### config.mk
export PLATFORM = sky130hd
export DESIGN_NAME = edge_line_ctrl
export DESIGN_NICKNAME = d
export VERILOG_FILES = /design/src/rtl/edge_line_ctrl.sv
export SDC_FILE = /design/constraint.sdc
export NUM_CORES = 1
export LEC_CHECK = 0
export CAP_MARGIN = 10
export CORE_ASPECT_RATIO = 1.1
export CORE_UTILIZATION = 63
export DETAILED_ROUTE_END_ITERATION = 10
export DONT_BUFFER_PORTS = 1
export GPL_ROUTABILITY_DRIVEN = 0
export GPL_TIMING_DRIVEN = 1
export PLACE_DENSITY = 0.79
export SETUP_SLACK_MARGIN = 0.5
export SLEW_MARGIN = 30
export SYNTH_ARGS = -nofsm -noshare
export SYNTH_HDL_FRONTEND = slang
export SYNTH_SLANG_ARGS = --single-unit
### constraint.sdc
create_clock -name clk -period 1.9 [get_ports clk]
set_clock_uncertainty 0.15 [all_clocks]
set_input_delay 0.095 -clock clk [delete_from_list [all_inputs] [get_ports clk]]
set_output_delay 0.095 -clock clk [all_outputs]
set_load 0.03 [all_outputs]
### src/rtl/edge_line_ctrl.sv
module edge_line_ctrl #(
  parameter int DW = 32,
  parameter int AW = 8,
  parameter int NL = 24,
  parameter logic [DW-1:0] IMPL = 32'h00E7_FFFF
) (
  input  logic          clk,
  input  logic          rst_n,
  input  logic          psel,
  input  logic          penable,
  input  logic          pwrite,
  input  logic [AW-1:0] paddr,
  input  logic [DW-1:0] pwdata,
  output logic [DW-1:0] prdata,
  input  logic [NL-1:0] line_in,
  output logic [NL-1:0] irq_out,
  output logic [NL-1:0] evt_out
);
  localparam logic [AW-1:0] A_IEN = AW'(8'h00);
  localparam logic [AW-1:0] A_EEN = AW'(8'h04);
  localparam logic [AW-1:0] A_RSE = AW'(8'h08);
  localparam logic [AW-1:0] A_FSE = AW'(8'h0C);
  localparam logic [AW-1:0] A_SWT = AW'(8'h10);
  localparam logic [AW-1:0] A_PND = AW'(8'h14);
  localparam logic [NL-1:0] IMPL_L = IMPL[NL-1:0];

  logic [NL-1:0] s1_q, s2_q, s3_q;
  logic [NL-1:0] imr_q, emr_q, rse_q, fse_q, swt_q, pend_q;
  logic [NL-1:0] wdat, rse_eff, rise, fall, sw_new, clr, trig;
  logic          wr;
  logic          unused_hi;

  assign wr        = psel & penable & pwrite;
  assign wdat      = pwdata[NL-1:0] & IMPL_L;
  assign unused_hi = ^pwdata[DW-1:NL];

  always_ff @(posedge clk or negedge rst_n)
    if (!rst_n) begin
      s1_q <= '0;
      s2_q <= '0;
      s3_q <= '0;
    end else begin
      s1_q <= line_in;
      s2_q <= s1_q;
      s3_q <= s2_q;
    end

  assign rise    = s2_q & ~s3_q;
  assign fall    = ~s2_q & s3_q;
  assign rse_eff = (wr && paddr == A_RSE) ? (rse_q | wdat) : rse_q;
  assign sw_new  = (wr && paddr == A_SWT) ? (wdat & ~swt_q) : '0;
  assign clr     = (wr && paddr == A_PND) ? wdat : '0;
  assign trig    = ((rise & rse_eff) | (fall & fse_q) | sw_new) & IMPL_L;

  always_ff @(posedge clk or negedge rst_n)
    if (!rst_n) begin
      imr_q  <= '0;
      emr_q  <= '0;
      rse_q  <= '0;
      fse_q  <= '0;
      swt_q  <= '0;
      pend_q <= '0;
      evt_out <= '0;
    end else begin
      if (wr && paddr == A_IEN) imr_q <= wdat;
      if (wr && paddr == A_EEN) emr_q <= wdat;
      if (wr && paddr == A_RSE) rse_q <= wdat;
      if (wr && paddr == A_FSE) fse_q <= wdat;
      swt_q   <= (swt_q & ~clr) | sw_new;
      pend_q  <= (pend_q & ~clr) | (trig & imr_q);
      evt_out <= trig & emr_q;
    end

  assign irq_out = pend_q & imr_q;

  always_comb begin
    prdata = '0;
    if (psel && !pwrite)
      case (paddr)
        A_IEN:   prdata = DW'(imr_q);
        A_EEN:   prdata = DW'(emr_q);
        A_RSE:   prdata = DW'(rse_q);
        A_FSE:   prdata = DW'(fse_q);
        A_SWT:   prdata = DW'(swt_q);
        A_PND:   prdata = DW'(pend_q);
        default: prdata = '0;
      endcase
  end
endmodule


Yosys cells after proc, flatten, opt, wreduce, memory -nomap -nowiden
Cells that the tools add are included.
{ "classes": {"n_eq_ne": 5, "bitwise": 21, "muxes": 5, "n_reduce_logical": 9} }
{ "ops": {"columns": ["cell", "count"], "rows": [
  ["AND 24 bit", 10],
  ["one-hot mux 24 bit (6 select lines)", 1],
  ["OR 24 bit", 5],
  ["inverter 24 bit", 4],
  ["2-to-1 mux 24 bit", 3],
  ["2-to-1 mux 32 bit", 1],
  ["equality test 8 x 4 -> 1 bit, second input constant", 2],
  ["equality test 8 x 5 -> 1 bit, second input constant", 2],
  ["equality test 8 x 3 -> 1 bit, second input constant", 1],
  ["zero test 8 bit", 1],
  ["logical AND 1 bit", 7],
  ["AND 1 bit", 2],
  ["zero test 1 bit", 1]
]} }
{ "word_totals": {"regBits": 232, "wordCells": 50, "out_inout_bits": 80, "input_bits": 69} }

Longest topological paths before layout
{ "depth": {"word_depth": 9, "mapped_depth": 8, "ltp_nobuf": 4} }

Least setup slack after synthesis
OpenSTA, ideal clock, no wires.
{ "synth_timing": {"path_type": "input -> output", "startpoint": "in paddr[3]", "endpoint": "out prdata[10]", "cell_stages": 7, "setup_slack_ps": -39, "arrival_time_ps": 1694, "n_path_buf": 3, "path_cell_list": "buf_4 > nor4_4 > and2_1 > buf_2 > buf_2 > a22oi_1 > a21oi_1"} }
{ "synth_between": {"elab_chain_cells": 3, "elab_cells_between_ends": 8, "classes_between": "eq/ne (5); mux (2); reduce/logical (1)"} }
{ "synth_lines": {"columns": ["element", "line", "source"], "rows": [
  ["start, declared", "12", "input logic [AW-1:0] paddr,"],
  ["equality test 8 x 5 -> 1 bit (tied with other cells)", "79", "case (paddr)"],
  ["one-hot mux 24 bit (6 select lines) *", "79", null],
  ["2-to-1 mux 32 bit *", "78", "if (psel && !pwrite)"],
  ["end, declared", "14", "output logic [DW-1:0] prdata,"]
]} }
Mark *: on every way between the ends. The rest lies on a longest branch, timed or not.

Final worst setup path
{ "layout_timing": {"startpoint": "reg fse_q[22]", "endpoint": "out prdata[22]"} }
{ "layout_between": {"elab_chain_cells": 2} }
{ "layout_lines": {"columns": ["element", "line", "source"], "rows": [
  ["start, declared", "28", "logic [NL-1:0] imr_q, emr_q, rse_q, fse_q, swt_q, pend_q;"],
  ["start signal, assigned", "68", "if (wr && paddr == A_FSE) fse_q <= wdat;"],
  ["one-hot mux 24 bit (6 select lines)", "79", null],
  ["2-to-1 mux 32 bit", "78", null]
]} }
Every way passes these cells.

==> results.md <==
* Crit share post-route at 97.77%
* Sink Count at 220
* Critical path peak fanout at 2
* Critical path launch point type: register
* Clk Latency, worst-skew pair at 0.51 ns
* Crit Path Class: reg -> out
* Ys async rst share at 100.0%
* Routed WL per cell at 26.13 microns
* TritonCTS clock tree: yes
* RSZ-0062 raised after global routing: true
* Worst EP arrival at about 1.6 ns
* Placement Cell Area at 10610 sq um
* Routed WL at 30370 microns
* Clock root buffer: clkbuf_16
* Yosys Warn Count at 0
* DR iter-0 viols at 763
* PwrDens at 763.0 nW/um^2
* Worst-Margin Slew at roughly 0.90 ns
* Cell count after synthesis at 793
* Synthesized flop and latch total at between 200 and 250
* Final HPWL DP at ~16000 microns
* Post-synthesis sequential area ratio at 55.14%
* Slew Viols, Final at 0
* Ranking of synthesized cells by area: dfrtp_1 55%, mux2_2 10%, a22o_1 3.2%, mux2_4 3.0%, and2_1 2.4%
* CTS clk-pin slew, worst paths at 0.06 ns
* Avg Inst Size Synth at between 10 and 15 sq um
* Max H-tree Level at 1
* Yosys top cell area share at 55.14%
* Share of layout cells above drive strength 1 at 40.17%
* Peak Freq at 0.5383 GHz
* GRT Resource Usage Total at 35.45%
* Std-Cell Rows at 47
* CP endpoint kind: output pin
* Hold_buf cts at 64
* Antenna-violating nets left at 0
* Cell taking the most area after synthesis: dfrtp_1
* Pin count of the biggest net entering global routing at 221
* I/O pins at 149
* Most frequent cell after synthesis: dfrtp_1
* Vias in the first global route at between 8000 and 9000
* DR pass1 iterations at 5
* Max-cap check violation count at 0
* Dpl ws at 0.1222 ns
* Die area at 16350 sq um
* Post-synthesis cell area at between 9000 and 10000 sq um
* Diode count at 0
* Final hold slack at -0.8663 ns
* Hold WC Path Type: in -> async
* Port Buffers at 0
* Initial antenna violation count at 0
* Total CTS buffers at 23
* Routed vias at 7833
* Die width at 122.0 microns
* Crit path time final at 1.858 ns
* Outcome: complete, but fails checks
* Slowest stage cell, crit path: dfrtp_1
* Core area at 15290 sq um
* Critical Path, Cell by Cell: mux2_2 -> a22oi_2 -> a21oi_2 -> buf_6
* Area delta synth->final at 30.98%
* Avg Vias per Cell at 6.741
* Main synth FF type: dfrtp_1
* Final hold violations at 226
* Most frequent cells after synthesis: 220 x dfrtp_1, 92 x mux2_2, 39 x and2_1
* First-pass GRT wire length at 44250 microns
* Drt drc at 0
* Nets at between 1000 and 1500
* GRT overflow at 0
* Failing checks: hold timing
* Synth cell types at 47
* PnR worst setup slack at 0.04244 ns
* CTS Buffer Depth at 3
* CP Data Required Time at between 1.5 and 2 ns
* Post-synth EDFFs at 0
* Initial Util at between 60% and 70%
* P_leak at about 6.1 nW
* Setup violators final at 0
* Die height at between 100 and 150 microns
* Final instance area at around 13000 sq um
* Critical path's largest stage delay at 0.39 ns
* Worst VDD drop at roughly 720 uV
* Relative max-transition margin at 39.94%
* Power, Total at about 10 mW
## logic make-up (layout without fill, tap and decap cells)
logic type,count (synthesis),in the layout,synth area share (%)
compound gates,179,179,13.51
buf+inv,81,241,4.161
flops,220,220,55.14
mux,120,120,14.19
other cells,1,14,0.03756
simple gates,192,192,12.96
## report_power, final
part / internal, mW / leakage (nW) / switching [mW] / total [mW]
Sequential: 4.79 / 2.91 / 0.0859 / 4.88
Combinational: 0.249 / 2.84 / 0.262 / 0.511
Clock: 2.77 / 0.381 / 1.82 / 4.59
Total: 7.81 / 6.13 / 2.16 / 9.98
## layer usage
metal	wire length, microns	global-route usage (%)	vias up
met2	15280	59.92	448
li1	-	-	3243
met5	0	0	-
met3	2426	6.845	144
met1	11110	42.62	3998
met4	1548	19.00	0
## repair_timing
| item | CTS | global route |
|---|---|---|
| pin swaps | 45 | 77 |
| endpoints found under the setup margin | 57 | 103 |
| hold endpoints to repair | 396 | 226 |
| resized for setup | 101 | 48 |
| setup buffers | 39 | 38 |
## layout by cell type (no fill, tap or decap), types with 6 or more instances in the layout
| cell type | synthesis | final |
|---|---|---|
| mux2_4 | 20 | 42 |
| dlygate4sd3_1 | 0 | 61 |
| nor2_1 | 12 | 10 |
| buf_6 | 4 | 23 |
| and2_4 | 0 | 20 |
| nor2b_1 | 17 | 15 |
| a21oi_2 | 0 | 9 |
| and3_1 | 12 | 10 |
| clkbuf_16 | 0 | 23 |
| a31oi_1 | 21 | 16 |
| clkbuf_8 | 0 | 11 |
| a22oi_2 | 0 | 32 |
| o21ai_1 | 0 | 7 |
| nor4bb_1 | 14 | 9 |
| a21oi_4 | 0 | 13 |
| conb_1 | 1 | 14 |
| nand4_1 | 17 | 17 |
| o2bb2ai_1 | 14 | 14 |
| nand3b_1 | 6 | 6 |
| mux2i_1 | 8 | 8 |
| dfrtp_1 | 220 | 220 |
| inv_1 | 19 | 17 |
| nand2b_1 | 15 | 14 |
| buf_4 | 17 | 91 |
| and3b_1 | 14 | 14 |
| a22o_1 | 36 | 36 |
| nand2_1 | 26 | 23 |
| mux2_2 | 92 | 70 |
| and2_1 | 39 | 19 |
| o211ai_1 | 14 | 14 |
| a221o_1 | 6 | 6 |
## final cells by class
class	count	area, sq um
repair buffers	183	1690
fillers	684	2213
clock inverters	1	30.03
well taps	196	245.2
multi-input cells	505	4787
inverters	19	76.32
clock buffers	38	742.0
flip-flops and latches	220	5505
## worst max-delay path: cells and delay by family, from the launching register on
family | cells | cell delay, ns
buffers and inverters | 1 | 0.15
DFF | 1 | 0.39
AOI/OAI and AO/OA | 2 | 0.28
muxes | 1 | 0.29
## final timing paths
check                               start  cells after the start          to  slack [ns]
worst max-delay path            fse_q[22]                      4  prdata[22]        0.04
worst min-delay path                rst_n                      0  evt_out[0]       -0.87
worst max register to register  fse_q[12]                      5  pend_q[12]        0.14
worst min register to register    s1_q[4]                      0     s2_q[4]        0.20
max in group asynchronous           rst_n                      0     s1_q[9]        2.09
min in group clk                 paddr[3]                      3    emr_q[7]       -0.05
## stage by stage
step | TNS (ns) | instances | utilization, %
3_5_place_dp | 0 | 982 | 69.39
2_1_floorplan | 0 | 806 | -
6_report | 0 | 1162 | 85.52
4_1_cts | 0 | 1124 | 82.28
5_1_grt | -0.01528 | 1162 | 85.52
3_3_place_gp | 0 | 982 | 69.39
No activity file was read; power rests on OpenSTA's default activity.
